===== src/rtl/rrns_pkg.sv =====
package rrns_pkg;

    localparam int NUM_LANES = 6;

    function automatic int lane_mod(input int idx);
        case (idx)
            0:       return 199;
            1:       return 233;
            2:       return 194;
            3:       return 239;
            4:       return 251;
            default: return 509;
        endcase
    endfunction

    function automatic int lane_width(input int idx);
        return $clog2(lane_mod(idx));
    endfunction

    function automatic int lane_lsb(input int idx);
        int s;
        s = 0;
        for (int k = 0; k < idx; k++) s += lane_width(k);
        return s;
    endfunction

    localparam int RES_W = lane_lsb(NUM_LANES);

    typedef enum logic [1:0] {
        ST_EMPTY = 2'd0,
        ST_FIRST = 2'd1,
        ST_LAST  = 2'd2,
        ST_BOTH  = 2'd3
    } pipe_state_e;

endpackage


===== src/rtl/rrns_pipe_ctrl.sv =====
module rrns_pipe_ctrl
    import rrns_pkg::*;
(
    input  logic clk,
    input  logic rst_n,
    input  logic in_valid,
    input  logic out_ready,
    output logic adv,
    output logic out_valid
);

    pipe_state_e state_q, state_d;

    always_ff @(posedge clk) begin
        if (!rst_n) state_q <= ST_EMPTY;
        else        state_q <= state_d;
    end

    always_comb begin
        state_d = state_q;
        if (adv) begin
            unique case (state_q)
                ST_EMPTY: state_d = in_valid ? ST_FIRST : ST_EMPTY;
                ST_FIRST: state_d = in_valid ? ST_BOTH  : ST_LAST;
                ST_LAST:  state_d = in_valid ? ST_FIRST : ST_EMPTY;
                ST_BOTH:  state_d = in_valid ? ST_BOTH  : ST_LAST;
                default:  state_d = ST_EMPTY;
            endcase
        end
    end

    always_comb begin
        unique case (state_q)
            ST_EMPTY: out_valid = 1'b0;
            ST_FIRST: out_valid = 1'b0;
            ST_LAST:  out_valid = 1'b1;
            ST_BOTH:  out_valid = 1'b1;
            default:  out_valid = 1'b0;
        endcase
        adv = !out_valid || out_ready;
    end

    // a full pipe facing a stalled consumer stays full
    assert_full_stall_R6: assert property (@(posedge clk) disable iff (!rst_n)
        (state_q == ST_BOTH && !out_ready) |=> (state_q == ST_BOTH));

endmodule


===== src/rtl/rrns_lane.sv =====
module rrns_lane #(
    parameter int M = 199,
    parameter int W = 8
) (
    input  logic         clk,
    input  logic         rst_n,
    input  logic         en,
    input  logic         op_mul,
    input  logic [W-1:0] a,
    input  logic [W-1:0] b,
    output logic [W-1:0] res,
    output logic         range_err
);

    localparam int PW = 2 * W;
    localparam logic [PW-1:0] MU  = PW'((1 << PW) / M);
    localparam logic [PW-1:0] M_P = PW'(M);
    localparam logic [W:0]    M_S = (W + 1)'(M);
    localparam logic [W-1:0]  M_A = W'(M);

    // stage 1: raw product and sum
    logic [PW-1:0] prod_q;
    logic [W:0]    sum_q;
    logic          mul_q;
    logic          err1_q;

    always_ff @(posedge clk) begin
        if (!rst_n) begin
            prod_q <= '0;
            sum_q  <= '0;
            mul_q  <= 1'b0;
            err1_q <= 1'b0;
        end else if (en) begin
            prod_q <= {{W{1'b0}}, a} * {{W{1'b0}}, b};
            sum_q  <= {1'b0, a} + {1'b0, b};
            mul_q  <= op_mul;
            err1_q <= (a >= M_A) || (b >= M_A);
        end
    end

    // reciprocal-constant reduction of the product
    logic [2*PW-1:0] pmu;
    logic [PW-1:0]   quo;
    logic [PW-1:0]   qm;
    logic [PW-1:0]   rem_raw;
    logic [PW-1:0]   rem_fix;
    logic [W:0]      sum_fix;
    logic [W-1:0]    red;

    always_comb begin
        pmu     = {{PW{1'b0}}, prod_q} * {{PW{1'b0}}, MU};
        quo     = PW'(pmu >> PW);
        qm      = quo * M_P;
        rem_raw = prod_q - qm;
        rem_fix = (rem_raw >= M_P) ? rem_raw - M_P : rem_raw;
        sum_fix = (sum_q >= M_S) ? sum_q - M_S : sum_q;
        red     = mul_q ? W'(rem_fix) : W'(sum_fix);
    end

    // one correction step is enough for any product of W-bit operands
    assert_barrett_one_step_R3: assert property (@(posedge clk) disable iff (!rst_n)
        rem_raw < PW'(2 * M));

    // stage 2: reduced result
    always_ff @(posedge clk) begin
        if (!rst_n) begin
            res       <= '0;
            range_err <= 1'b0;
        end else if (en) begin
            res       <= red;
            range_err <= err1_q;
        end
    end

endmodule


===== src/rtl/rrns_alu.sv =====
module rrns_alu
    import rrns_pkg::*;
(
    input  logic             clk,
    input  logic             rst_n,
    input  logic             in_valid,
    output logic             in_ready,
    input  logic             op_mul,
    input  logic [RES_W-1:0] in_a,
    input  logic [RES_W-1:0] in_b,
    output logic             out_valid,
    input  logic             out_ready,
    output logic [RES_W-1:0] out_res,
    output logic             out_range_err
);

    logic adv;
    logic [NUM_LANES-1:0] lane_err;
    logic [NUM_LANES-1:0] in_bad;

    rrns_pipe_ctrl u_ctrl (
        .clk       (clk),
        .rst_n     (rst_n),
        .in_valid  (in_valid),
        .out_ready (out_ready),
        .adv       (adv),
        .out_valid (out_valid)
    );

    assign in_ready = adv;

    for (genvar g = 0; g < NUM_LANES; g++) begin : g_lane
        localparam int LW  = lane_width(g);
        localparam int LSB = lane_lsb(g);
        localparam int MOD = lane_mod(g);

        rrns_lane #(.M(MOD), .W(LW)) u_lane (
            .clk       (clk),
            .rst_n     (rst_n),
            .en        (adv),
            .op_mul    (op_mul),
            .a         (in_a[LSB +: LW]),
            .b         (in_b[LSB +: LW]),
            .res       (out_res[LSB +: LW]),
            .range_err (lane_err[g])
        );

        assign in_bad[g] = (in_a[LSB +: LW] >= LW'(MOD)) || (in_b[LSB +: LW] >= LW'(MOD));

        // a result without a range error is fully reduced
        assert_res_below_mod_R8: assert property (@(posedge clk) disable iff (!rst_n)
            (out_valid && !out_range_err) |-> (out_res[LSB +: LW] < LW'(MOD)));
    end

    assign out_range_err = |lane_err;

    // a stalled result does not move
    assert_hold_stall_R6: assert property (@(posedge clk) disable iff (!rst_n)
        (out_valid && !out_ready) |=>
            (out_valid && $stable(out_res) && $stable(out_range_err)));

    // an accepted operation leaves the output stage non-empty two edges later
    assert_latency_R5: assert property (@(posedge clk) disable iff (!rst_n)
        (in_valid && in_ready) |=> ##1 out_valid);

    // a bad operand that advances into the output stage is flagged
    assert_range_flag_R7: assert property (@(posedge clk) disable iff (!rst_n)
        (in_valid && in_ready && (|in_bad)) ##1 in_ready |=> out_range_err);

endmodule


===== config.mk =====
export PLATFORM = sky130hd
export DESIGN_NAME = rrns_alu
export DESIGN_NICKNAME = d
export VERILOG_FILES = /design/src/rtl/rrns_pkg.sv /design/src/rtl/rrns_pipe_ctrl.sv /design/src/rtl/rrns_lane.sv /design/src/rtl/rrns_alu.sv
export SDC_FILE = /design/constraint.sdc
export NUM_CORES = 2
export LEC_CHECK = 0
export CAP_MARGIN = 20
export CORE_ASPECT_RATIO = 1.75
export CORE_MARGIN = 8
export CORE_UTILIZATION = 35
export CTS_BUF_LIST = sky130_fd_sc_hd__clkbuf_4
export DETAILED_ROUTE_END_ITERATION = 6
export PLACE_DENSITY = 0.49
export SYNTH_ARGS = -nofsm -noshare
export SYNTH_HDL_FRONTEND = slang
export SYNTH_HIERARCHICAL = 1
export SYNTH_SLANG_ARGS = --single-unit

===== constraint.sdc =====
create_clock -name clk -period 10.25 [get_ports clk]
set_input_delay 1.025 -clock clk [delete_from_list [all_inputs] [get_ports clk]]
set_output_delay 1.025 -clock clk [all_outputs]
set_load 0.02 [all_outputs]

-- Word level (Yosys, flattened, before mapping)
Cells that the tools add are included.
- register bits: 217
- output and inout bits: 52
- input bits: 103
- logic and storage cells: 137
- muxes and demuxes: 22
- reductions and logical operators: 14
- order comparisons: 24
- multipliers: 18
- eq/ne operators: 3
- add/subtract/negate cells: 24
- operators by type and width (operator ; count):
    two-way mux 8 bit ; 15
    multiplier 16 x 9 -> 25 bit (second input constant) ; 4
    greater-or-equal comparator 16 x 8 -> 1 bit (second input constant) ; 5
    greater-or-equal comparator 8 bit (second input constant) ; 10
    multiplier 8 x 8 -> 16 bit ; 5
    subtractor 16 bit ; 5
    subtractor 8 bit (second input constant) ; 10
    multiplier 9 x 8 -> 16 bit (second input constant) ; 4
    adder 8 x 8 -> 9 bit ; 5
    greater-or-equal comparator 9 x 8 -> 1 bit (second input constant) ; 5
    multiplier 18 x 10 -> 28 bit (second input constant) ; 1
    two-way mux 9 bit ; 3
    multiplier 16 x 8 -> 24 bit (second input constant) ; 1
    greater-or-equal comparator 18 x 9 -> 1 bit (second input constant) ; 1
    greater-or-equal comparator 9 bit (second input constant) ; 2
    multiplier 10 x 9 -> 18 bit (second input constant) ; 1
    multiplier 9 x 9 -> 18 bit ; 1
    subtractor 18 bit ; 1
    subtractor 9 bit (second input constant) ; 2
    multiplier 9 x 7 -> 15 bit (second input constant) ; 1
    adder 9 x 9 -> 10 bit ; 1
    greater-or-equal comparator 10 x 9 -> 1 bit (second input constant) ; 1
    OR reduction 2 bit ; 4
    logical OR 1 bit ; 7
    8 further kinds ; 10

-- Longest topological paths before layout
- depth in word-level cells: 6
- mapped depth: 41

-- Hierarchy
Netlist, hierarchy kept.
- modules (own cells, without submodules) (module ; cells an instance ; instances ; area an instance (µm²) ; seq. area each (µm²)):
    rrns_lane at g_lane[5].u_lane ; 1075 ; 1 ; 9095.0 ; 800.8
    rrns_lane at g_lane[1].u_lane ; 943 ; 1 ; 8057.7 ; 720.7
    rrns_lane at g_lane[0].u_lane ; 915 ; 1 ; 8016.4 ; 720.7
    rrns_lane at g_lane[4].u_lane ; 895 ; 1 ; 7950.1 ; 720.7
    rrns_lane at g_lane[3].u_lane ; 885 ; 1 ; 7752.4 ; 720.7
    rrns_lane at g_lane[2].u_lane ; 834 ; 1 ; 7170.6 ; 720.7
    rrns_pipe_ctrl ; 9 ; 1 ; 86.3 ; 40.0
    rrns_alu ; 3 ; 1 ; 13.8 ; 0.0

-- Least setup slack after synthesis
No wires, ideal clock.
- path type: reg2reg
- start: reg g_lane[5].u_lane.prod_q[3]
- end: reg g_lane[5].u_lane.res[3]
- clock period less this slack: 9.008 ns
- setup slack: 1.242 ns
- data arrival time: 8.886 ns
- stages on the path, launching flop included: 39
- path buffers: 1
- setup time: 0.122 ns
- cells stage by stage: dfxtp_1 -> ha_1 -> ha_1 -> inv_1 -> fa_1 -> inv_1 -> ha_1 -> nand4_1 -> nor2_1 -> o2111ai_2 -> and3_2 -> o21ai_0 -> and2_1 -> o21ai_0 -> nor2b_1 -> o21a_1 -> nor3_1 -> xor2_1 -> (+3 left out) -> fa_1 -> fa_1 -> inv_1 -> fa_1 -> inv_1 -> ha_1 -> nand2_1 -> o21bai_1 -> nor4_1 -> o21ai_0 -> and4b_1 -> nor2b_1 -> mux2i_1 -> or4_4 -> buf_6 -> or3_1 -> o31ai_1 -> o21ai_1
- word-level cells in the longest chain between the ends: 6
- elaborated cells on any way between the ends: 7
- ends and longest elaborated chain (item ; RTL line ; text):
    from (decl) ; rrns_lane.sv:22 ; logic [PW-1:0] prod_q;
    from (signal assigned) ; rrns_lane.sv:34 ; prod_q <= {{W{1'b0}}, a} * {{W{1'b0}}, b};
    multiplier 18 x 10 -> 28 bit ; rrns_lane.sv:51 ; pmu = {{PW{1'b0}}, prod_q} * {{PW{1'b0}}, MU};
    multiplier 10 x 9 -> 18 bit ; rrns_lane.sv:53 ; qm = quo * M_P;
    subtractor 18 bit (*) ; rrns_lane.sv:54 ; rem_raw = prod_q - qm;
    greater-or-equal comparator 18 x 9 -> 1 bit / subtractor 9 bit (equally long branches) ; rrns_lane.sv:55 ; rem_fix = (rem_raw >= M_P) ? rem_raw - M_P : rem_raw;
    two-way mux 9 bit (*) ; rrns_lane.sv:55 ;
    two-way mux 9 bit (*) ; rrns_lane.sv:57 ; red = mul_q ? W'(rem_fix) : W'(sum_fix);
    to (signal assigned) ; rrns_lane.sv:70 ; res <= red;
    to (decl) ; rrns_lane.sv:11 ; output logic [W-1:0] res,
Mark *: on every way between the ends. The rest lies on a longest branch, timed or not.
A chain may end at the register's enable or synchronous reset.

-- Worst setup path after layout
Ends and elaborated chain as after synthesis.

==> metrics.txt <==
status finished clean; initial cell density of the core 35.2%; DR vias 38200; sequential element share of the synthesized area 9.23%; DR DRC count 0; worst-skew pair later-pin latency 0.89 ns; Detailed Route WL 131000 µm; total core area 0.137 mm²; Critical Path Stages 38; Yosys cell types 125; H-tree depth 3; WP data required 11.04 ns; Hold Path Origin g_lane[5].u_lane/res[3]; wire per inst 17.4 µm; Final Max Tran Viols 0; crit-path max FO 11; Slew HR 35.6%; Avg Vias per Cell 5.05; vias in the first global route 40900; WHS Endpoint g_lane[5].u_lane/res[3]; CTS tree done; clock slew at reported path FFs 0.06 ns; Final Cycle Share 92.9%; # hold bufs at CTS 0; Yosys top cell area share 24.4%; crit start category flop; top cells by area, synth ha_1 24%, fa_1 21%, dfxtp_1 9.2%; IO Pins 155; r2r setup slk 0.72 ns; Final Hold Viols 0; R2R cell count 38; Worst R2R End g_lane[5].u_lane/res[3]; syn_area_per_cell 8.66 µm²; top cells by count, synth 1028 x inv_1, 939 x ha_1, 503 x fa_1, 360 x nand2_1, 266 x a21oi_1; RSZ-0062 raised after global routing no; Max Freq 105 MHz; crit end category flop; min Tclk post-route 9.53 ns; GR Layer Usage met1 17.5%; leading area contributor after synthesis ha_1; Total Routing Usage GR 17.6%; IO buf count 154; Root Driver clkbuf_4; layer with the highest usage met2; CTS buffer count 72; gpl congestion 0.853; largest net degree at the start of global routing 78; Fillers 14400; skew final 0.0710 ns; grt ovf 0; worst slew pin tran 0.963 ns; die width 296 µm; die height 507 µm; Worst Path Arrival 10.31 ns; max-cap viol count 0; clock sinks 222; Seq cells post-synth 222; Most used DFF post-synth dfxtp_1; Reg area 0.00444 mm²; share of layout cells above drive strength 1 4.64%; Synth Instances 5559; grt met3 use 3.04%; Setup TNS 0 ns; cell with the most instances after synthesis inv_1; warnings from Yosys 6; GR Util met2 35.7%; Worst Path Buf+Inv 6; Crit path max-delay family adder cells; Std-Cell Rows 180; post-detail-place hpwl 111000 µm; Post-synth EDFFs 0; die area 0.150 mm²; antenna viol nets, final 0; initial antenna violation count 25; Crit Path Category flop to flop; setup repair bufs after CTS 0; Hold Path Class flop to flop; area of the multi-input gates 0.0392 mm²; DR iter-0 viols 1194; Clock Tree Buf Depth 3; router iterations before antenna repair 5; worst r2r src g_lane[5].u_lane/prod_q[3]; fin nets 7221; async set-or-reset flop fraction in the synthesized netlist 0%; Mapped Area 0.0481 mm²; Worst path max stage delay 0.63 ns; syn nets 7104; area growth from synthesis to layout 9.10%; Slowest-stage cell, CP fa_1; first-pass GRT wire length 213000 µm; Final setup viols 0; Min-Delay Path Depth 2
[routing by layer]
metal / up-vias / routed length, µm
met5: - / 148
li1: 18800 / -
met3: 259 / 4850
met1: 18600 / 47700
met4: 22 / 4640
met2: 552 / 74000
[metrics by stage]
step	instance area [µm²]	hold slack (ns)	cells	setup slack, ns	util, %
global placement	51500	0.447	7422	0.551	37.6
floorplan	48100	0.438	5559	1.24	-
detailed placement	51500	0.454	7422	0.520	37.6
CTS	52500	0.417	7550	0.470	38.3
finish	52500	0.460	7565	0.724	38.4
global route	52500	0.468	7558	0.0583	38.3
[worst max-delay path by stage]
| stage | end | startpoint |
|---|---|---|
| after CTS | g_lane[5].u_lane/res[4] | g_lane[5].u_lane/prod_q[13] |
| after global placement | g_lane[5].u_lane/res[3] | g_lane[5].u_lane/prod_q[3] |
| after detailed placement | g_lane[5].u_lane/res[3] | g_lane[5].u_lane/prod_q[3] |
| after global routing | g_lane[5].u_lane/res[6] | g_lane[5].u_lane/prod_q[3] |
| final | g_lane[5].u_lane/res[3] | g_lane[5].u_lane/prod_q[3] |
| after floorplan | g_lane[5].u_lane/res[3] | g_lane[5].u_lane/prod_q[3] |
[logic make-up after synthesis]
family | count (synthesis) | share of synthesized area [%]
adder cells (fa/ha/maj) | 1442 | 45.3
AND/OR/NAND/NOR | 1334 | 14.3
buffers and inverters | 1168 | 9.39
AO/OA/AOI/OAI | 973 | 13.7
XOR/XNOR | 305 | 5.62
flip-flops | 222 | 9.23
multiplexers | 115 | 2.43
[timing repair]
item,CTS,global route
endpoints found under the hold margin,0,0
gates resized for setup,0,4
endpoints found under the setup margin,0,9
[cells in the final DEF (no fill, tap or decap), types with 104 or more instances in the layout]
cell and instances:
nor2_1 246, o21ai_0 181, fa_1 503, and2_1 212, xnor2_1 199, clkdlybuf4s50_1 153, nor2b_1 119, inv_1 1027
ha_1 939, nand2_1 360, dfxtp_1 222, mux2i_1 104, a21oi_1 266
[state kept, by name (all words and copies together) (netlist names)]
| signal | cells |
|---|---|
| g_lane.u_lane/prod_q | 98 |
| u_ctrl/state_q | 2 |
| g_lane.u_lane/res | 49 |
| g_lane.u_lane/sum_q | 55 |
| g_lane.u_lane/mul_q | 6 |
| g_lane.u_lane/err1_q | 6 |
| g_lane.u_lane/range_err | 6 |
[worst register-to-register path: cells and delay by family, from the launching register on]
family	cells	cell delay [ns]
simple gates	10	2.24
mux	1	0.08
buf+inv	6	0.30
compound gates	9	1.63
fa+ha+maj	10	4.21
flops	1	0.55
xor+xnor	2	0.41
[layout make-up]
cell class | count | area share, %
multi-input cells | 4169 | 74.6
inverters | 1033 | 7.40
well taps | 1820 | 4.34
clock buffers | 103 | 1.47
flip-flops and latches | 222 | 8.46
clock inverters | 25 | 0.353
repair buffers | 178 | 3.28
diodes | 15 | 0.0715
Power is not shown: default switching activity piles up to over one toggle a cycle in this logic, so the estimate is an artifact.
